`src/rtl/pfd_pkg.sv`:
```
package pfd_pkg;

    // Phase flags held by the detector core
    typedef struct packed {
        logic v;   // oscillator edge seen, waiting for reference
        logic r;   // reference edge seen, waiting for oscillator
    } pfd_flags_t;

    // Single-ended error output state
    typedef enum logic [1:0] {
        ERR_HIZ  = 2'b00,
        ERR_LOW  = 2'b10,
        ERR_HIGH = 2'b11
    } err_state_e;

    function automatic err_state_e flags_to_err(input pfd_flags_t f);
        if (f.v && !f.r)      return ERR_LOW;
        else if (f.r && !f.v) return ERR_HIGH;
        else                  return ERR_HIZ;
    endfunction

    function automatic logic both_set(input pfd_flags_t f);
        return f.v & f.r;
    endfunction

    function automatic logic one_set(input pfd_flags_t f);
        return f.v ^ f.r;
    endfunction

endpackage

```
`src/rtl/pfd_flag_core.sv`:
```
module pfd_flag_core
    import pfd_pkg::*;
(
    input  logic       clk,
    input  logic       rst,
    input  logic       fv_stb,
    input  logic       fr_stb,
    output pfd_flags_t flags
);
    pfd_flags_t flags_q, flags_d;

    always_comb begin
        flags_d = flags_q;
        if (both_set(flags_q)) begin
            flags_d = '0;
        end
        if (fv_stb) flags_d.v = 1'b1;
        if (fr_stb) flags_d.r = 1'b1;
    end

    always_ff @(posedge clk) begin
        if (rst) flags_q <= '0;
        else     flags_q <= flags_d;
    end

    assign flags = flags_q;
endmodule

```
`src/rtl/pfd_err_out.sv`:
```
module pfd_err_out
    import pfd_pkg::*;
(
    input  pfd_flags_t flags,
    output logic       err_drive,
    output logic       err_oe,
    output logic       phi_v,
    output logic       phi_r
);
    err_state_e st;

    always_comb begin
        st        = flags_to_err(flags);
        err_oe    = st[1];
        err_drive = st[0];
        phi_v     = flags.v;
        phi_r     = flags.r;
    end
endmodule

```
`src/rtl/pfd_lock_det.sv`:
```
module pfd_lock_det
    import pfd_pkg::*;
#(
    parameter int LOCK_COUNT = 16,
    parameter int LOCK_TOL   = 1
) (
    input  logic       clk,
    input  logic       rst,
    input  pfd_flags_t flags,
    output logic       locked
);
    localparam int RUN_W = $clog2(LOCK_TOL + 2);
    localparam int CNT_W = $clog2(LOCK_COUNT + 1);
    localparam logic [RUN_W-1:0] RUN_MAX = RUN_W'(LOCK_TOL + 1);
    localparam logic [RUN_W-1:0] RUN_OK  = RUN_W'(LOCK_TOL);
    localparam logic [CNT_W-1:0] CNT_MAX = CNT_W'(LOCK_COUNT);

    logic [RUN_W-1:0] err_len_q;
    logic [CNT_W-1:0] good_cnt_q;
    logic             lock_q;

    always_ff @(posedge clk) begin
        if (rst) begin
            err_len_q  <= '0;
            good_cnt_q <= '0;
            lock_q     <= 1'b0;
        end else if (both_set(flags)) begin
            err_len_q <= '0;
            if (err_len_q <= RUN_OK) begin
                if (good_cnt_q != CNT_MAX) good_cnt_q <= good_cnt_q + 1'b1;
                lock_q <= (good_cnt_q + 1'b1 >= CNT_MAX) || (good_cnt_q == CNT_MAX);
            end else begin
                good_cnt_q <= '0;
                lock_q     <= 1'b0;
            end
        end else if (one_set(flags)) begin
            if (err_len_q != RUN_MAX) err_len_q <= err_len_q + 1'b1;
        end else begin
            err_len_q <= '0;
        end
    end

    assign locked = lock_q;
endmodule

```
`src/rtl/pfd_tristate.sv`:
```
module pfd_tristate
    import pfd_pkg::*;
#(
    parameter int LOCK_COUNT = 16,
    parameter int LOCK_TOL   = 1
) (
    input  logic clk,
    input  logic rst,
    input  logic fv_stb,
    input  logic fr_stb,
    output logic err_drive,
    output logic err_oe,
    output logic phi_v,
    output logic phi_r,
    output logic locked
);
    pfd_flags_t flags;

    pfd_flag_core u_core (
        .clk    (clk),
        .rst    (rst),
        .fv_stb (fv_stb),
        .fr_stb (fr_stb),
        .flags  (flags)
    );

    pfd_err_out u_out (
        .flags     (flags),
        .err_drive (err_drive),
        .err_oe    (err_oe),
        .phi_v     (phi_v),
        .phi_r     (phi_r)
    );

    pfd_lock_det #(
        .LOCK_COUNT (LOCK_COUNT),
        .LOCK_TOL   (LOCK_TOL)
    ) u_lock (
        .clk    (clk),
        .rst    (rst),
        .flags  (flags),
        .locked (locked)
    );
endmodule

```
`config.mk`:
```
export PLATFORM = sky130hd
export DESIGN_NAME = pfd_tristate
export DESIGN_NICKNAME = d
export VERILOG_FILES = /design/src/rtl/pfd_pkg.sv /design/src/rtl/pfd_flag_core.sv /design/src/rtl/pfd_err_out.sv /design/src/rtl/pfd_lock_det.sv /design/src/rtl/pfd_tristate.sv
export SDC_FILE = /design/constraint.sdc
export NUM_CORES = 1
export LEC_CHECK = 0
export ABC_AREA = 1
export BUFFER_PORTS_ARGS = -buffer_cell sky130_fd_sc_hd__buf_2
export CORE_MARGIN = 2
export CORE_UTILIZATION = 40
export DETAILED_ROUTE_END_ITERATION = 6
export GPL_ROUTABILITY_DRIVEN = 0
export SLEW_MARGIN = 20
export SYNTH_ARGS = -nofsm -noshare
export SYNTH_HDL_FRONTEND = slang
export SYNTH_SLANG_ARGS = --single-unit
```
`constraint.sdc`:
```
create_clock -name clk -period 1.7 [get_ports clk]
set_input_delay 0 -clock clk [delete_from_list [all_inputs] [get_ports clk]]
set_output_delay 0 -clock clk [all_outputs]
set_load 0.02 [all_outputs]
```
==> results.md, run 1 <==
- The run finished with clean final reports.
- The final net count is 106.
- The clock tree buffer depth is 2.
- The post-cts gate resize count is 0.
- After routing the design area is 693.2 sq um.
- Synthesis handed over a netlist of 82 instances.
- Detailed placement finished with a half-perimeter wire length of around 770 microns.
- Each instance of the synthesized netlist takes up on average 7.355 sq um.
- Setup repair after global routing left no endpoint under its margin.
- The arrival time of data at the critical path endpoint is 1430 ps.
- The static power due to leakage is ~0.36 nW.
- The CTS tree is done.
- The number of detailed-routing iterations run before antenna repair is 2.
- The most numerous cell type found on the critical path is sky130_fd_sc_hd__inv_1.
- The total global-route track usage is between 10 and 15%.
- The critical path endpoint is u_lock.good_cnt_q[1]$_SDFFE_PP0P_.
- The sum of internal, switching and leakage power is ~550 uW.
- The biggest cell delay along the critical path is approximately 380 ps.
- The worst setup path is captured at a flop.
- Traced cell by cell, the critical path runs through inv_1 > ha_1 > inv_1 > nand2_2 > nand3_4 > nand2_4 > o21ai_0 > nor2_1.
- The sequential share of the synthesized area is 33.20%.
- Measured along the x axis, the die boundary spans 42.83 microns.
- The floorplan step defined a core boundary enclosing 1454 sq um.
- The worst path required time is 1850 ps.
- The startpoint type of the worst setup path is a flop.
- The initial cell density of the core is 41.48%.
- Once placement completed, the tool counted placed cells totaling roughly 100.
- The netlist area before placement is approximately 600 sq um.
- The worst supply voltage drop on vdd is 0.0003703 V.
- The relative area change from synthesis to final layout is 14.94%.
- For this run, the number of Yosys warnings is 0.
- Summed over all instances, the cell type with the most area after synthesis is sky130_fd_sc_hd__dfxtp_1.
- The critical path contains buffers and inverters numbering 2 combined.
- The number of clock buffers inserted by TritonCTS is 3.
- The setup path with the least slack is of type flop to flop.
- After synthesis the netlist holds a flip-flop and latch count of 10.
- The clock insertion delay at the later pin of the skew report is 250 ps.
- The starting DRC count in detailed routing is 8.
- The capture instance of the worst register-to-register path is u_lock.good_cnt_q[1]$_SDFFE_PP0P_.
- The total I/O pin count is 9.
- The total of endpoints with negative setup slack in the final report is 0.
- The worst path needs 1284 ps of the cycle, external delays included.
- After detailed routing, the number of remaining DRC violations is 0.
- The fraction of layout instances using a drive strength above 1 is 17.02%.
- The routed layout has 480 vias.
- After synthesis, the netlist uses 17 different library cells.
- The final standard cell utilization of the core is a little under half.
- The count of pins over their slew limit was 0.
- The worst register-to-register path begins at u_lock.err_len_q[1]$_SDFFE_PP0P_.
- In the final routed layout, each cell accounts on average for roughly 9.1 microns.
- After the flow finishes, the layout carries non-filler instances totaling 110.
- The post-cts hold buffer count is 3.
- The maximum level of the CTS H-tree is 1.
- The worst hold path class is flop to flop.
- The number of antenna diodes in the final layout is 0.
- At the pin with the least slew margin, the transition time is ~330 ps.
- Tracing the worst setup path back leads to its startpoint at u_lock.err_len_q[1]$_SDFFE_PP0P_.
- Of the post-synthesis cell area, the dominant cell type holds 33.20%.
- The cell at the root of the clock tree is sky130_fd_sc_hd__clkbuf_4.
- Once detail routing completed, the nets flagged for antenna violations numbered 0.
- The floorplan die area is 1834 sq um.
- The biggest fanout along the worst timing path is 6.
- Headroom to the max-slew limit came out at a little under 80%.
- The number of fillers in the final layout is 143.
- In this run the vertical extent of the chip is 42.83 microns.
- The worst path uses 75.52% of the clock period.
- CTS saw 10 sinks.
- The first-pass GRT wire length is 1.869 mm.
- The kind of cell adding the most delay to the critical path is flip-flops.
- The synthesized netlist net count is 92.
- The final setup skew is 2.418 ps.
- The setup total negative slack is 0 ps.
- The number of antenna violations at the first check in global routing is 0.
- In the layout the commonest cells are 16 x sky130_fd_sc_hd__inv_1, 15 x sky130_fd_sc_hd__nor2_1, 13 x sky130_fd_sc_hd__nand2_1, 10 x sky130_fd_sc_hd__dfxtp_1, 8 x sky130_fd_sc_hd__buf_2.
- The aggregate global routing overflow is 0.
- In this run the cell area measured after placement is 640.6 sq um.
- The largest net degree at the start of global routing is 9.
- The count of input and output buffers is 8.
- By area the synthesized netlist is led by sky130_fd_sc_hd__dfxtp_1 33%, sky130_fd_sc_hd__ha_1 12%, sky130_fd_sc_hd__inv_1 10%, sky130_fd_sc_hd__nor2_1 9.3%, sky130_fd_sc_hd__nand2_1 8.1%.
- In this run the post-CTS setup repair buffer count came out at 0.
- The floorplan row count is 14.
- The number of violations of the max-capacitance limit is 0.
- The cell area power density is 792.3 nW/um^2.
- After clock tree synthesis, the clock-pin slew on the worst setup and hold paths is around 60 ps.
- The cell at the slowest stage of the critical path is sky130_fd_sc_hd__dfxtp_1.
- The critical path depth is 8.
- The worst register-to-register path has a setup slack of 420 ps.
- The number of cells on the worst reg-to-reg path is 8.
- After detailed routing, the total wire length is 996 microns.
- The maximum operating frequency is about 780 MHz.
- In the routed layout, each cell is associated on average with a via count of around 4.4.
- The most frequent standard cell in the layout excluding fill and tap cells is sky130_fd_sc_hd__inv_1.
- The number of global-route vias before repair came to 446.
- The final hold violation count is 0.
[report_power, final]
group / internal [mW] / total [mW] / switching [mW]
sequential: 0.252 / 0.269 / 0.0166
combinational: 0.0510 / 0.127 / 0.0761
clock: 0.0813 / 0.153 / 0.0721
[stage by stage]
step                setup slack, ps  hold slack (ps)
floorplan                     492.1            69.07
global placement              442.4            205.8
detailed placement            421.9            206.8
CTS                           404.8            471.4
global route                  271.9            475.6
finish                        416.2            483.7
[cell type report]
class                           count  area [sq um]  share of cell area, %
Multi-Input combinational cell     53         316.6                  45.67
Sequential cell                    10         200.2                  28.88
Timing Repair Buffer               11         70.07                  10.11
Inverter                           17         63.81                  9.206
Clock buffer                        3         22.52                  3.249
Tap cell                           16         20.02                  2.888
[sequential cells by signal (all words and copies together), names as in the netlist]
signal and flops:
u_lock.good_cnt_q 5, u_core.flags 2, u_lock.err_len_q 2, u_lock.locked 1
[metal layers]
layer | share of wire, % | up-vias | track usage [%]
met4 | 0 | 0 | 5.625
met1 | 54 | 194 | 19.53
met2 | 42 | 10 | 18.18
met5 | 0 | - | 0
met3 | 3.4 | 0 | 3.830
li1 | - | 276 | -
[worst register-to-register path, stage by stage (launching register included)]
cell	delay, ps
sky130_fd_sc_hd__dfxtp_1	380
sky130_fd_sc_hd__inv_1	60
sky130_fd_sc_hd__ha_1	170
sky130_fd_sc_hd__inv_1	60
sky130_fd_sc_hd__nand2_2	100
sky130_fd_sc_hd__nand3_4	130
sky130_fd_sc_hd__nand2_4	70
sky130_fd_sc_hd__o21ai_0	170
sky130_fd_sc_hd__nor2_1	50
[synthesized netlist by cell type (all sizes together)]
library cell	count
buf	2
nand2	15
inv	17
xor2	1
nand3	6
nor2	16
nand4	3
o21ai	2
dfxtp	10
ha	6
a21oi	2
a22o	2
[logic make-up (layout without fill, tap and decap cells)]
group,count (synthesis),after routing,synth area share [%]
AND/OR/NAND/NOR,40,40,32.37
buffers and inverters,19,31,14.31
flip-flops,10,10,33.19
adder cells (fa/ha/maj),6,6,12.45
AO/OA/AOI/OAI,6,6,6.225
XOR/XNOR,1,1,1.453
[worst min path at each step]
| stage | startpoint | endpoint | slack [ps] | cells after the start |
|---|---|---|---|---|
| after global routing | rst | u_lock.good_cnt_q[2]$_SDFFE_PP0P_ | 480 | 3 |
| after detailed placement | rst | u_lock.good_cnt_q[2]$_SDFFE_PP0P_ | 210 | 2 |
| final | u_lock.locked$_SDFFE_PP0P_ | u_lock.locked$_SDFFE_PP0P_ | 480 | 2 |
| after global placement | rst | u_lock.good_cnt_q[2]$_SDFFE_PP0P_ | 210 | 2 |
| after floorplan | rst | u_lock.good_cnt_q[2]$_SDFFE_PP0P_ | 70 | 1 |
| after CTS | rst | u_lock.good_cnt_q[2]$_SDFFE_PP0P_ | 470 | 3 |
(Power assumes the default switching activity.)
==> run 2, diff against run 1 <==
Settings changed: ABC_AREA 1 to 0.
Clock period 1.7 ns to 1.24 ns, I/O delays scaled along.
==> run 2 against run 1 <==
Die area fell by 9.4%. Sequential share of layout area decreased by 2.3 points. Clock skew fell by 1.7 ps. Critical path depth shrank 3. Setup slack got worse by 380 ps. Highest routed layer is now met4. Via count increased by 0.83%. Total power up 38%. Final area is 14% higher. Cell count is 13% lower. Clock power grew 42%. Largest power group unchanged. Hold slack got worse by 450 ps.
==> results.md, run 2 <==
- The run finished with clean final reports.
- The top cell types in the final layout, fill and taps aside, are 8 x sky130_fd_sc_hd__buf_4, 7 x sky130_fd_sc_hd__buf_2, 6 x sky130_fd_sc_hd__nor2_1, 6 x sky130_fd_sc_hd__a21oi_1, 5 x sky130_fd_sc_hd__dfxtp_2.
- The async set-or-reset flop fraction in the synthesized netlist is 0% (unchanged).
- The total of endpoints with negative setup slack in the final report came to 0 (unchanged).
- The gate count after technology mapping came to 61 (-26%).
- The final hold violation count is 0 (unchanged).
- The startpoint type of the worst setup path is a flop.
- The number of violations of the max-capacitance limit is 0 (unchanged).
- The static power due to leakage came to 0.3150 nW (-13%).
- The total vias in the final route is 484 (+0.83%).
- The most used flip-flop cell after synthesis is sky130_fd_sc_hd__dfxtp_1.
- Setup repair after global routing could not meet its margin everywhere.
- The final-layout worst hold slack was 38.44 ps (-445.3 ps).
- The number of clock sinks seen by CTS is 10 (unchanged).
- The number of clock buffers inserted by TritonCTS came to 3 (unchanged).
- The number of fillers in the final layout is 118 (-17%).
- The maximum level of the CTS H-tree came to 1 (unchanged).
- The number of enable flip-flop cells after synthesis is 0 (unchanged).
- The synthesis-stage register bit count is 10 (unchanged).
- The routed length per instance is 10.81 microns (+19%).
- The final setup skew is 0.6861 ps (-1.731 ps).
- The initial cell density of the core came to 42.06% (+0.58 points).
- The proportion of netlist area held by the largest area contributor is 37.04% (+3.8 points).
- The number of cells on the worst hold path is 2 (unchanged).
- The maximum operating frequency is 832.8 MHz (+6.9%).
- The count of pins over their slew limit is 0 (unchanged).
- The portion of the clock cycle consumed by the worst path in the final layout is 96.84% (+21 points).
- The placed wire-length estimate was 775.6 microns (+1.3%).
- The final net count came to 93 (-12%).
- The count of distinct cell types in the synthesized netlist is 25 (+8).
- STA classifies the critical path endpoint as a flop.
- The routed via count divided by cell count is 5.042 (+16%).
- The number of global-route vias before repair is 368 (-17%).
- The number of antenna violations at the first check in global routing is 0 (unchanged).
- In the post-synthesis netlist, the cell with the most instances is sky130_fd_sc_hd__dfxtp_1.
- The tightest slew margin relative to the limit was 85.40% (+7.2 points).
- The cell at the root of the clock tree is sky130_fd_sc_hd__clkbuf_4.
- The aggregate global routing overflow is 0 (unchanged).
- The minimum clock period after layout is 1201 ps (-82.99 ps).
- The count of input and output buffers came to 8 (unchanged).
- The final antenna-violating net count is 0 (unchanged).
- The starting DRC count in detailed routing is 7 (-1).
- The sequential share of the synthesized area is 37.04% (+3.8 points).
- The critical path starts at u_lock.good_cnt_q[0]$_SDFFE_PP0P_.
- The detailed-route DRC error count was 0 (unchanged).
- The total I/O pin count is 9 (unchanged).
- The mean area per synthesized cell came to 8.861 sq um (+20%).
- The launch point of the worst reg-to-reg path is u_lock.good_cnt_q[0]$_SDFFE_PP0P_.
- Leaving out fill and tap cells, the most frequent cell in the layout is sky130_fd_sc_hd__buf_4.
- The register clock-pin slew on the reported worst setup and hold paths is 60 ps (about the same).
- The kind of critical path is flop to flop.
- The die width is 40.76 microns (-4.8%).
- The sequential cell area in the final layout is 210.2 sq um (+5.0%).
- The cell area power density is 957.7 nW/um^2 (+21%).
- The worst path required time is 1390 ps (-460 ps).
- The multi-input logic area was 384.1 sq um (+21%).
- The worst hold path class is input pin to flop.
- The antenna diode count is 0 (unchanged).
- The number of detailed-routing iterations run before antenna repair is 4 (+2).
- The floorplan row count is 13 (-1).
- From synthesis to final layout, the design area changed by 46.53%.
- The count of cells along the worst register-to-register path came to 5 (-3).
- The clock insertion delay at the later pin of the skew report is 260 ps (about the same).
- The arrival time of data at the critical path endpoint is 1350 ps (-80 ps).
- The startpoint of the lowest-slack hold path is rst.
- Sorting the synthesized cells by area gives the leading types as sky130_fd_sc_hd__dfxtp_1 37%, sky130_fd_sc_hd__ha_1 14%, sky130_fd_sc_hd__a21oi_1 5.6%, sky130_fd_sc_hd__nand4bb_4 5.1%, sky130_fd_sc_hd__inv_1 4.9%.
- The area of the core region is 1285 sq um (-12%).
- The synthesized netlist net count is 71 (-23%).
- The count of warnings emitted by yosys is 0 (unchanged).
- The fraction of layout instances using a drive strength above 1 was 50.62% (+34 points).
- The post-placement cell area is 644.4 sq um (+0.59%).
- The post-route cell area is 792.0 sq um (+14%).
- The total global-route track usage is 14.22% (+0.79 points).
- The transition time at the pin with the least slew margin is 218.7 ps (-108.4 ps).
- The total routed wirelength was 1.038 mm (+4.2%).
- The biggest fanout along the worst timing path was 3 (-3).
- The register with the most flip-flops is u_lock.good_cnt_q.
- The first-pass GRT wire length is 1.518 mm (-19%).
- The largest area contributor in the netlist is sky130_fd_sc_hd__dfxtp_1.
- TritonCTS built the clock tree.
- The netlist area before placement is 540.5 sq um (-10%).
- The floorplan die area is 1661 sq um (-9.4%).
- The largest net degree at the start of global routing is 11 (+2).
- The vertical extent of the die is 40.76 microns (-4.8%).
- The worst supply voltage drop on vdd is 0.0006291 V (+70%).
- The flip-flop count of the largest register after layout is 5 (unchanged).
- In the synthesized netlist, the cells that appear most often are 10 x sky130_fd_sc_hd__dfxtp_1, 7 x sky130_fd_sc_hd__inv_1, 7 x sky130_fd_sc_hd__nor2_1, 6 x sky130_fd_sc_hd__a21oi_1, 6 x sky130_fd_sc_hd__ha_1.
- The clock tree buffer depth came to 2 (unchanged).
## run 2: cell types whose count changed after synthesis, sizes merged, moves of 3 or more
| cell | change |
|---|---|
| nand2 | -13 |
| inv | -9 |
| nor2 | -9 |
| a21oi | +4 |
| nand3 | -4 |
| nand4 | -3 |
## run 2: metrics by stage
stage | util (%) | power, mW | TNS (ps) | std cells | worst slack [ps]
detailed placement | 50.15 | 0.4909 | -6.159 | 89 | -6.159
finish | 61.64 | 0.7585 | 0 | 96 | 39.21
floorplan | - | 0.4454 | -11.45 | 61 | -11.45
global placement | 50.15 | 0.4881 | -18.29 | 89 | -18.29
CTS | 55.40 | 0.7199 | 0 | 95 | 6.416
global route | 61.64 | 0.8047 | -29.01 | 96 | -18.81
## run 2: cells by family (layout without fill, tap and decap cells)
group / Yosys count / count (layout) / synth area share, %
simple gates: 20 / 20 / 23.61
compound gates: 13 / 13 / 14.12
mux: 1 / 1 / 1.852
fa+ha+maj: 6 / 6 / 13.89
buf+inv: 9 / 29 / 6.250
flops: 10 / 10 / 37.04
xor+xnor: 2 / 2 / 3.241
## run 2: area by class of cell
cell class | instances | area share (%)
Multi-Input combinational cell | 42 | 48.50
Inverter | 8 | 3.791
Tap cell | 15 | 2.370
Clock buffer | 3 | 2.844
Sequential cell | 10 | 26.54
Timing Repair Buffer | 18 | 15.96
## run 2: repair_timing
item	CTS	global route
pin swaps	2	6
resized for setup	6	18
setup buffers	1	1
endpoints found under the setup margin	1	9
hold buffers	2	0
hold endpoints to repair	2	0
## run 2: routing by layer
layer | part of all wire [%] | global-route usage (%)
met1 | 50 | 18.63
met3 | 3.0 | 4.891
met4 | 1.3 | 7.500
met5 | 0 | 0
met2 | 45 | 20.24
## run 2: final timing paths
kind / to / slack, ps
setup reg to reg: u_lock.good_cnt_q[4]$_SDFFE_PP0P_ / 40
hold reg to reg: u_lock.locked$_SDFFE_PP0P_ / 450
hold / removal: u_lock.locked$_SDFFE_PP0P_ / 40
setup / recovery: u_lock.good_cnt_q[4]$_SDFFE_PP0P_ / 40
## run 2: worst max-delay path: stages (launching register included)
cell and delay, ps:
sky130_fd_sc_hd__dfxtp_2 350, sky130_fd_sc_hd__ha_1 200, sky130_fd_sc_hd__nand3_1 140, sky130_fd_sc_hd__a21oi_1 180
sky130_fd_sc_hd__a2bb2oi_1 170, sky130_fd_sc_hd__nor2_1 50
## run 2: power breakdown
| group | switching (mW) | internal [mW] | total (mW) |
|---|---|---|---|
| Sequential | 0.0183 | 0.338 | 0.357 |
| Combinational | 0.0852 | 0.0999 | 0.185 |
| Clock | 0.105 | 0.112 | 0.217 |
| Total | 0.208 | 0.550 | 0.758 |
